$ cat config.mk
export PLATFORM = sky130hd
export DESIGN_NAME = flip_scanout_top
export DESIGN_NICKNAME = d
export VERILOG_FILES = /design/src/rtl/flip_pkg.sv /design/src/rtl/flip_addr_bank.sv /design/src/rtl/flip_ctrl.sv /design/src/rtl/flip_out_reg.sv /design/src/rtl/flip_scanout_top.sv
export SDC_FILE = /design/constraint.sdc
export NUM_CORES = 1
export LEC_CHECK = 0
export BUFFER_PORTS_ARGS = -buffer_cell sky130_fd_sc_hd__buf_2
export CAP_MARGIN = 30
export CORE_MARGIN = 8
export CORE_UTILIZATION = 25
export DETAILED_ROUTE_END_ITERATION = 8
export PLACE_DENSITY = 0.42
export SETUP_SLACK_MARGIN = 0.5
export SYNTH_ARGS = -nofsm -noshare
export SYNTH_HDL_FRONTEND = slang
export SYNTH_HIERARCHICAL = 1
export SYNTH_SLANG_ARGS = --single-unit
$ cat constraint.sdc
create_clock -name clk -period 5.1 [get_ports clk]
set_input_delay 0.51 -clock clk [delete_from_list [all_inputs] [get_ports clk]]
set_output_delay 0.51 -clock clk [all_outputs]
set_load 0.02 [all_outputs]
$ cat src/rtl/flip_pkg.sv
package flip_pkg;
    localparam int SLOT_COUNT = 2;
    localparam int CTRL_IDX   = 0;

    typedef struct packed {
        logic pending;
        logic active;
    } flip_state_t;

    // Register index of one word of one slot's address
    function automatic int word_index(input int slot, input int part, input int parts);
        return 1 + slot * parts + part;
    endfunction
endpackage

$ cat src/rtl/flip_addr_bank.sv
module flip_addr_bank
    import flip_pkg::*;
#(
    parameter int ADDR_W = 64,
    parameter int REG_W  = 32,
    parameter int IDX_W  = 3
) (
    input  logic                                clk,
    input  logic                                rst,
    input  logic                                we,
    input  logic [IDX_W-1:0]                    idx,
    input  logic [REG_W-1:0]                    wdata,
    output logic [SLOT_COUNT-1:0][ADDR_W-1:0]   base,
    output logic [REG_W-1:0]                    rdata
);
    localparam int PARTS = ADDR_W / REG_W;

    for (genvar s = 0; s < SLOT_COUNT; s++) begin : g_slot
        for (genvar p = 0; p < PARTS; p++) begin : g_part
            localparam logic [IDX_W-1:0] MY_IDX = IDX_W'(word_index(s, p, PARTS));
            logic [REG_W-1:0] word_q;

            always_ff @(posedge clk) begin
                if (rst)
                    word_q <= '0;
                else if (we && idx == MY_IDX)
                    word_q <= wdata;
            end

            assign base[s][p*REG_W +: REG_W] = word_q;

            // a write to this word is visible on the next cycle
            assert property (@(posedge clk) disable iff (rst)
                (we && idx == MY_IDX) |=> (word_q == $past(wdata)))
                else $error("word_write_chk");
        end
    end

    always_comb begin
        rdata = '0;
        for (int s = 0; s < SLOT_COUNT; s++) begin
            for (int p = 0; p < PARTS; p++) begin
                if (idx == IDX_W'(word_index(s, p, PARTS)))
                    rdata = base[s][p*REG_W +: REG_W];
            end
        end
    end
endmodule

$ cat src/rtl/flip_ctrl.sv
module flip_ctrl
    import flip_pkg::*;
(
    input  logic clk,
    input  logic rst,
    input  logic flip_req,
    input  logic vblank,
    output logic active,
    output logic pending,
    output logic active_nxt
);
    flip_state_t st_q, st_d;
    logic commit;

    always_comb begin
        commit        = vblank && (st_q.pending || flip_req);
        st_d.active   = st_q.active ^ commit;
        st_d.pending  = commit ? 1'b0 : (st_q.pending || flip_req);
    end

    always_ff @(posedge clk) begin
        if (rst)
            st_q <= '0;
        else
            st_q <= st_d;
    end

    assign active     = st_q.active;
    assign pending    = st_q.pending;
    assign active_nxt = st_d.active;


    // pending is always cleared by a strobe
    assert property (@(posedge clk) disable iff (rst)
        vblank |=> !pending)
        else $error("pend_clear_chk");


    // the slot never moves without a strobe
    assert property (@(posedge clk) disable iff (rst)
        !vblank |=> $stable(active))
        else $error("slot_hold_chk");


    // a pending flip toggles exactly once at the strobe
    assert property (@(posedge clk) disable iff (rst)
        (pending && vblank) |=> (active != $past(active)))
        else $error("single_toggle_chk");


    // a strobe with nothing requested keeps the slot
    assert property (@(posedge clk) disable iff (rst)
        (vblank && !pending && !flip_req) |=> $stable(active))
        else $error("idle_strobe_chk");
endmodule

$ cat src/rtl/flip_out_reg.sv
module flip_out_reg
    import flip_pkg::*;
#(
    parameter int ADDR_W = 64
) (
    input  logic                              clk,
    input  logic                              rst,
    input  logic                              vblank,
    input  logic                              sel,
    input  logic [SLOT_COUNT-1:0][ADDR_W-1:0] base,
    output logic [ADDR_W-1:0]                 scan_base
);
    always_ff @(posedge clk) begin
        if (rst)
            scan_base <= '0;
        else if (vblank)
            scan_base <= base[sel];
    end


    // output frozen between strobes
    assert property (@(posedge clk) disable iff (rst)
        !vblank |=> $stable(scan_base))
        else $error("base_stable_chk");
endmodule

$ cat src/rtl/flip_scanout_top.sv
module flip_scanout_top
    import flip_pkg::*;
#(
    parameter int ADDR_W     = 64,
    parameter int REG_W      = 32,
    parameter int IDX_W      = 3,
    parameter int FLIP_BIT   = 7,
    parameter int ACTIVE_BIT = 11
) (
    input  logic              clk,
    input  logic              rst,
    input  logic              reg_we,
    input  logic [IDX_W-1:0]  reg_idx,
    input  logic [REG_W-1:0]  reg_wdata,
    output logic [REG_W-1:0]  reg_rdata,
    input  logic              vblank_start,
    output logic [ADDR_W-1:0] scan_base,
    output logic              scan_slot
);
    logic [SLOT_COUNT-1:0][ADDR_W-1:0] slot_base;
    logic [REG_W-1:0] bank_rdata;
    logic ctrl_sel, flip_req, active, pending, active_nxt;

    assign ctrl_sel = (reg_idx == IDX_W'(CTRL_IDX));
    assign flip_req = reg_we && ctrl_sel && reg_wdata[FLIP_BIT];

    flip_addr_bank #(.ADDR_W(ADDR_W), .REG_W(REG_W), .IDX_W(IDX_W)) u_bank (
        .clk(clk), .rst(rst), .we(reg_we), .idx(reg_idx), .wdata(reg_wdata),
        .base(slot_base), .rdata(bank_rdata)
    );

    flip_ctrl u_ctrl (
        .clk(clk), .rst(rst), .flip_req(flip_req), .vblank(vblank_start),
        .active(active), .pending(pending), .active_nxt(active_nxt)
    );

    flip_out_reg #(.ADDR_W(ADDR_W)) u_out (
        .clk(clk), .rst(rst), .vblank(vblank_start), .sel(active_nxt),
        .base(slot_base), .scan_base(scan_base)
    );

    assign scan_slot = active;

    always_comb begin
        if (ctrl_sel) begin
            reg_rdata             = '0;
            reg_rdata[FLIP_BIT]   = pending;
            reg_rdata[ACTIVE_BIT] = active;
        end else begin
            reg_rdata = bank_rdata;
        end
    end


    // after a strobe the output matches the slot now in use
    assert property (@(posedge clk) disable iff (rst)
        vblank_start |=> (scan_base == $past(slot_base[active_nxt])))
        else $error("load_match_chk");


    // a request alone does not move the visible slot
    assert property (@(posedge clk) disable iff (rst)
        (flip_req && !vblank_start) |=> (pending && $stable(scan_slot)))
        else $error("req_wait_chk");
endmodule

==> impl_metrics.ini <==
[run_status]
status = completed

[floorplanning]
core_area_um2 = 37700
ioPinCount = 136
start_util = 0.254
die_w_um = 212
rows = 71
die_height_um = 212
die_area_um2 = 44800

[synth]
synthCells = 937
dominantRegCellSynth = dfxtp_1
ys_ff_latch = 194
syn-num-nets = 976
ys_seq_area_frac = 0.406
synth-async-reset-ratio = 0
synth_top_area_cell = dfxtp_1
yosysWarnings = 6
ys_top_cells_by_area = dfxtp_1 (41%), mux2i_1 (23%), nand2b_1 (13%)
synth_cell_type_count = 25
yosys.area.top_type_share = 0.406
synth_area_per_cell_um2 = 10.2
synth_edf_count = 0
syn_area_um2 = 9580

[setup_path]
cp.required_ps = 4590
reg2reg_setup_slack_ps = 3350
criticalPathCategory = primary input to output pin
crit_fanout = 42
worstPathArrival_ps = 2730
start_kind = primary input
cp-end-kind = output pin

[detailed_routing]
avgRoutedWirePerCell_um = 18.5
dr.pass1.iters = 4
dr.first_iter.drc_count = 218
routed_wl_um = 28500
drc = 0
num_vias = 6913
antenna_left = 0
via_per_inst = 4.49

[finish]
area_growth_pct = 16.9
instances_no_fill = 1540
postLayoutCellArea_um2 = 11200
post-route-util = 0.297
fillers = 4044
nets = 1055
diodes = 0
drive_gt1_frac = 0.187

[cts]
cts_buffers = 17
cts_sinks = 194
clk_latency_ps = 460
path_clk_slew_ps = 90
cts_tree = yes
clockBufferDepth = 2
hold_buffers = 0
cts-root-buf = clkbuf_16
htreeDepth = 4
cts_resized = 0
post_cts_buffers = 0

[placed_design]
place_inst = 1508
hpwl_um = 17500
io_buffers = 135
postPlaceCellArea_um2 = 10600
place.gp.congestion = 0.679

[sta]
grt_setup_unrepaired = no
slew_headroom = 0.330
clock.fmax_mhz = 309
skew_ps = 16.3
tns_ps = 0
maxSlewViolCount = 0
period_minus_slack_ps = 3240
setup_viol = 0
fin_crit_sh = 0.635
tightest_slew_ps = 1010
hold_viol_final = 0

[power_and_ir_drop]
peakVddDrop_mv = 0.224
leakage_nw = 4.62
cellPowerDensity_nw_per_um2 = 306

[grt]
grt_usage = 0.127
gr-total-overflow = 0
grt_max_degree = 139
antenna_found_initial = 0
grt_pass1_vias = 7312
grt_pass1_wl_um = 44200

[worst_hold_path]
hold_class = primary input to flop

[run]
max-cap-violations = 0
==> worst max-delay path, cell delays in order <==
cell      delay (ps)
buf_4            480
nand2b_2         910
o221ai_1         290
mux2_2           350
buf_2            160
==> layout by cell type (no fill, tap or decap), types with 2 or more instances in the layout <==
master and n:
and4bb_2 2, a211oi_1 64, clkbuf_16 17, or4bb_1 25
inv_8 6, bufinv_16 3, inv_6 2, mux2_2 2
buf_4 11, nor2_1 66, buf_12 2, nand2b_2 2
nand4bb_4 2, o221ai_1 32, mux2i_1 224, nand4bb_1 7
nor2b_1 31, clkinvlp_4 2, buf_2 132, dfxtp_1 194
nand2b_1 192
==> layer usage <==
metal  GRT usage  routed length (um)  up-vias
li1            -                   -     3482
met1       0.169               14100     3328
met2       0.205               13100       88
met3      0.0300                1040       15
met4      0.0324                 273        0
met5           0                   0        -
==> registers in the layout, indices dropped and copies added, names as in the netlist <==
register	flops
u_bank/g_slot.g_part.word_q	128
u_ctrl/active	1
u_ctrl/pending	1
u_out/scan_base	64
==> through the flow <==
stage | power [W] | worst slack [ps] | hold slack, ps
floorplan | 0.00187 | 2860 | 456
global placement | 0.00199 | 1830 | 470
detailed placement | 0.00199 | 1840 | 474
CTS | 0.00349 | 1830 | 382
global route | 0.00358 | 1730 | 401
finish | 0.00343 | 1860 | 391
==> cell usage after synthesis (6+ instances only) <==
cell type / number
mux2i_1: 224
dfxtp_1: 194
nand2b_1: 194
nor2_1: 66
a211oi_1: 64
clkbuf_1: 37
o221ai_1: 32
nor2b_1: 31
or4bb_1: 25
buf_2: 24
buf_4: 15
nand4bb_1: 9
buf_8: 6
==> power by group <==
group	switching, W	leakage [nW]	internal [W]
combinational	0.000216	2.73	0.000133
sequential	0.0000317	1.58	0.00156
clock	0.000684	0.309	0.000800
total	0.000931	4.62	0.00250
==> final timing paths <==
kind	endpoint	depth (start not counted)	from
max	reg_rdata[7]	5	reg_idx[0]
max reg2reg	u_out/scan_base[42]	5	u_ctrl/pending
min	u_bank/g_slot[0].g_part[1].word_q[3]	3	reg_wdata[3]
min reg2reg	u_out/scan_base[40]	2	u_out/scan_base[40]
==> layout make-up <==
type	count	area, um2	area share
Timing Repair Buffer	146	795	0.0710
Multi-Input combinational cell	657	5230	0.468
Sequential cell	194	3880	0.347
Tap cell	511	639	0.0571
Clock inverter	15	215	0.0192
Clock buffer	17	425	0.0380
==> cell families (layout without fill, tap and decap cells) <==
| family | Yosys count | count (layout) | share of synthesized area |
|---|---|---|---|
| mux | 227 | 227 | 0.238 |
| simple gates | 332 | 332 | 0.224 |
| flops | 194 | 194 | 0.406 |
| compound gates | 97 | 97 | 0.0804 |
| xor+xnor | 1 | 1 | 0.000915 |
| buf+inv | 86 | 178 | 0.0514 |
Note: power is estimated with default switching activity, not from simulation.
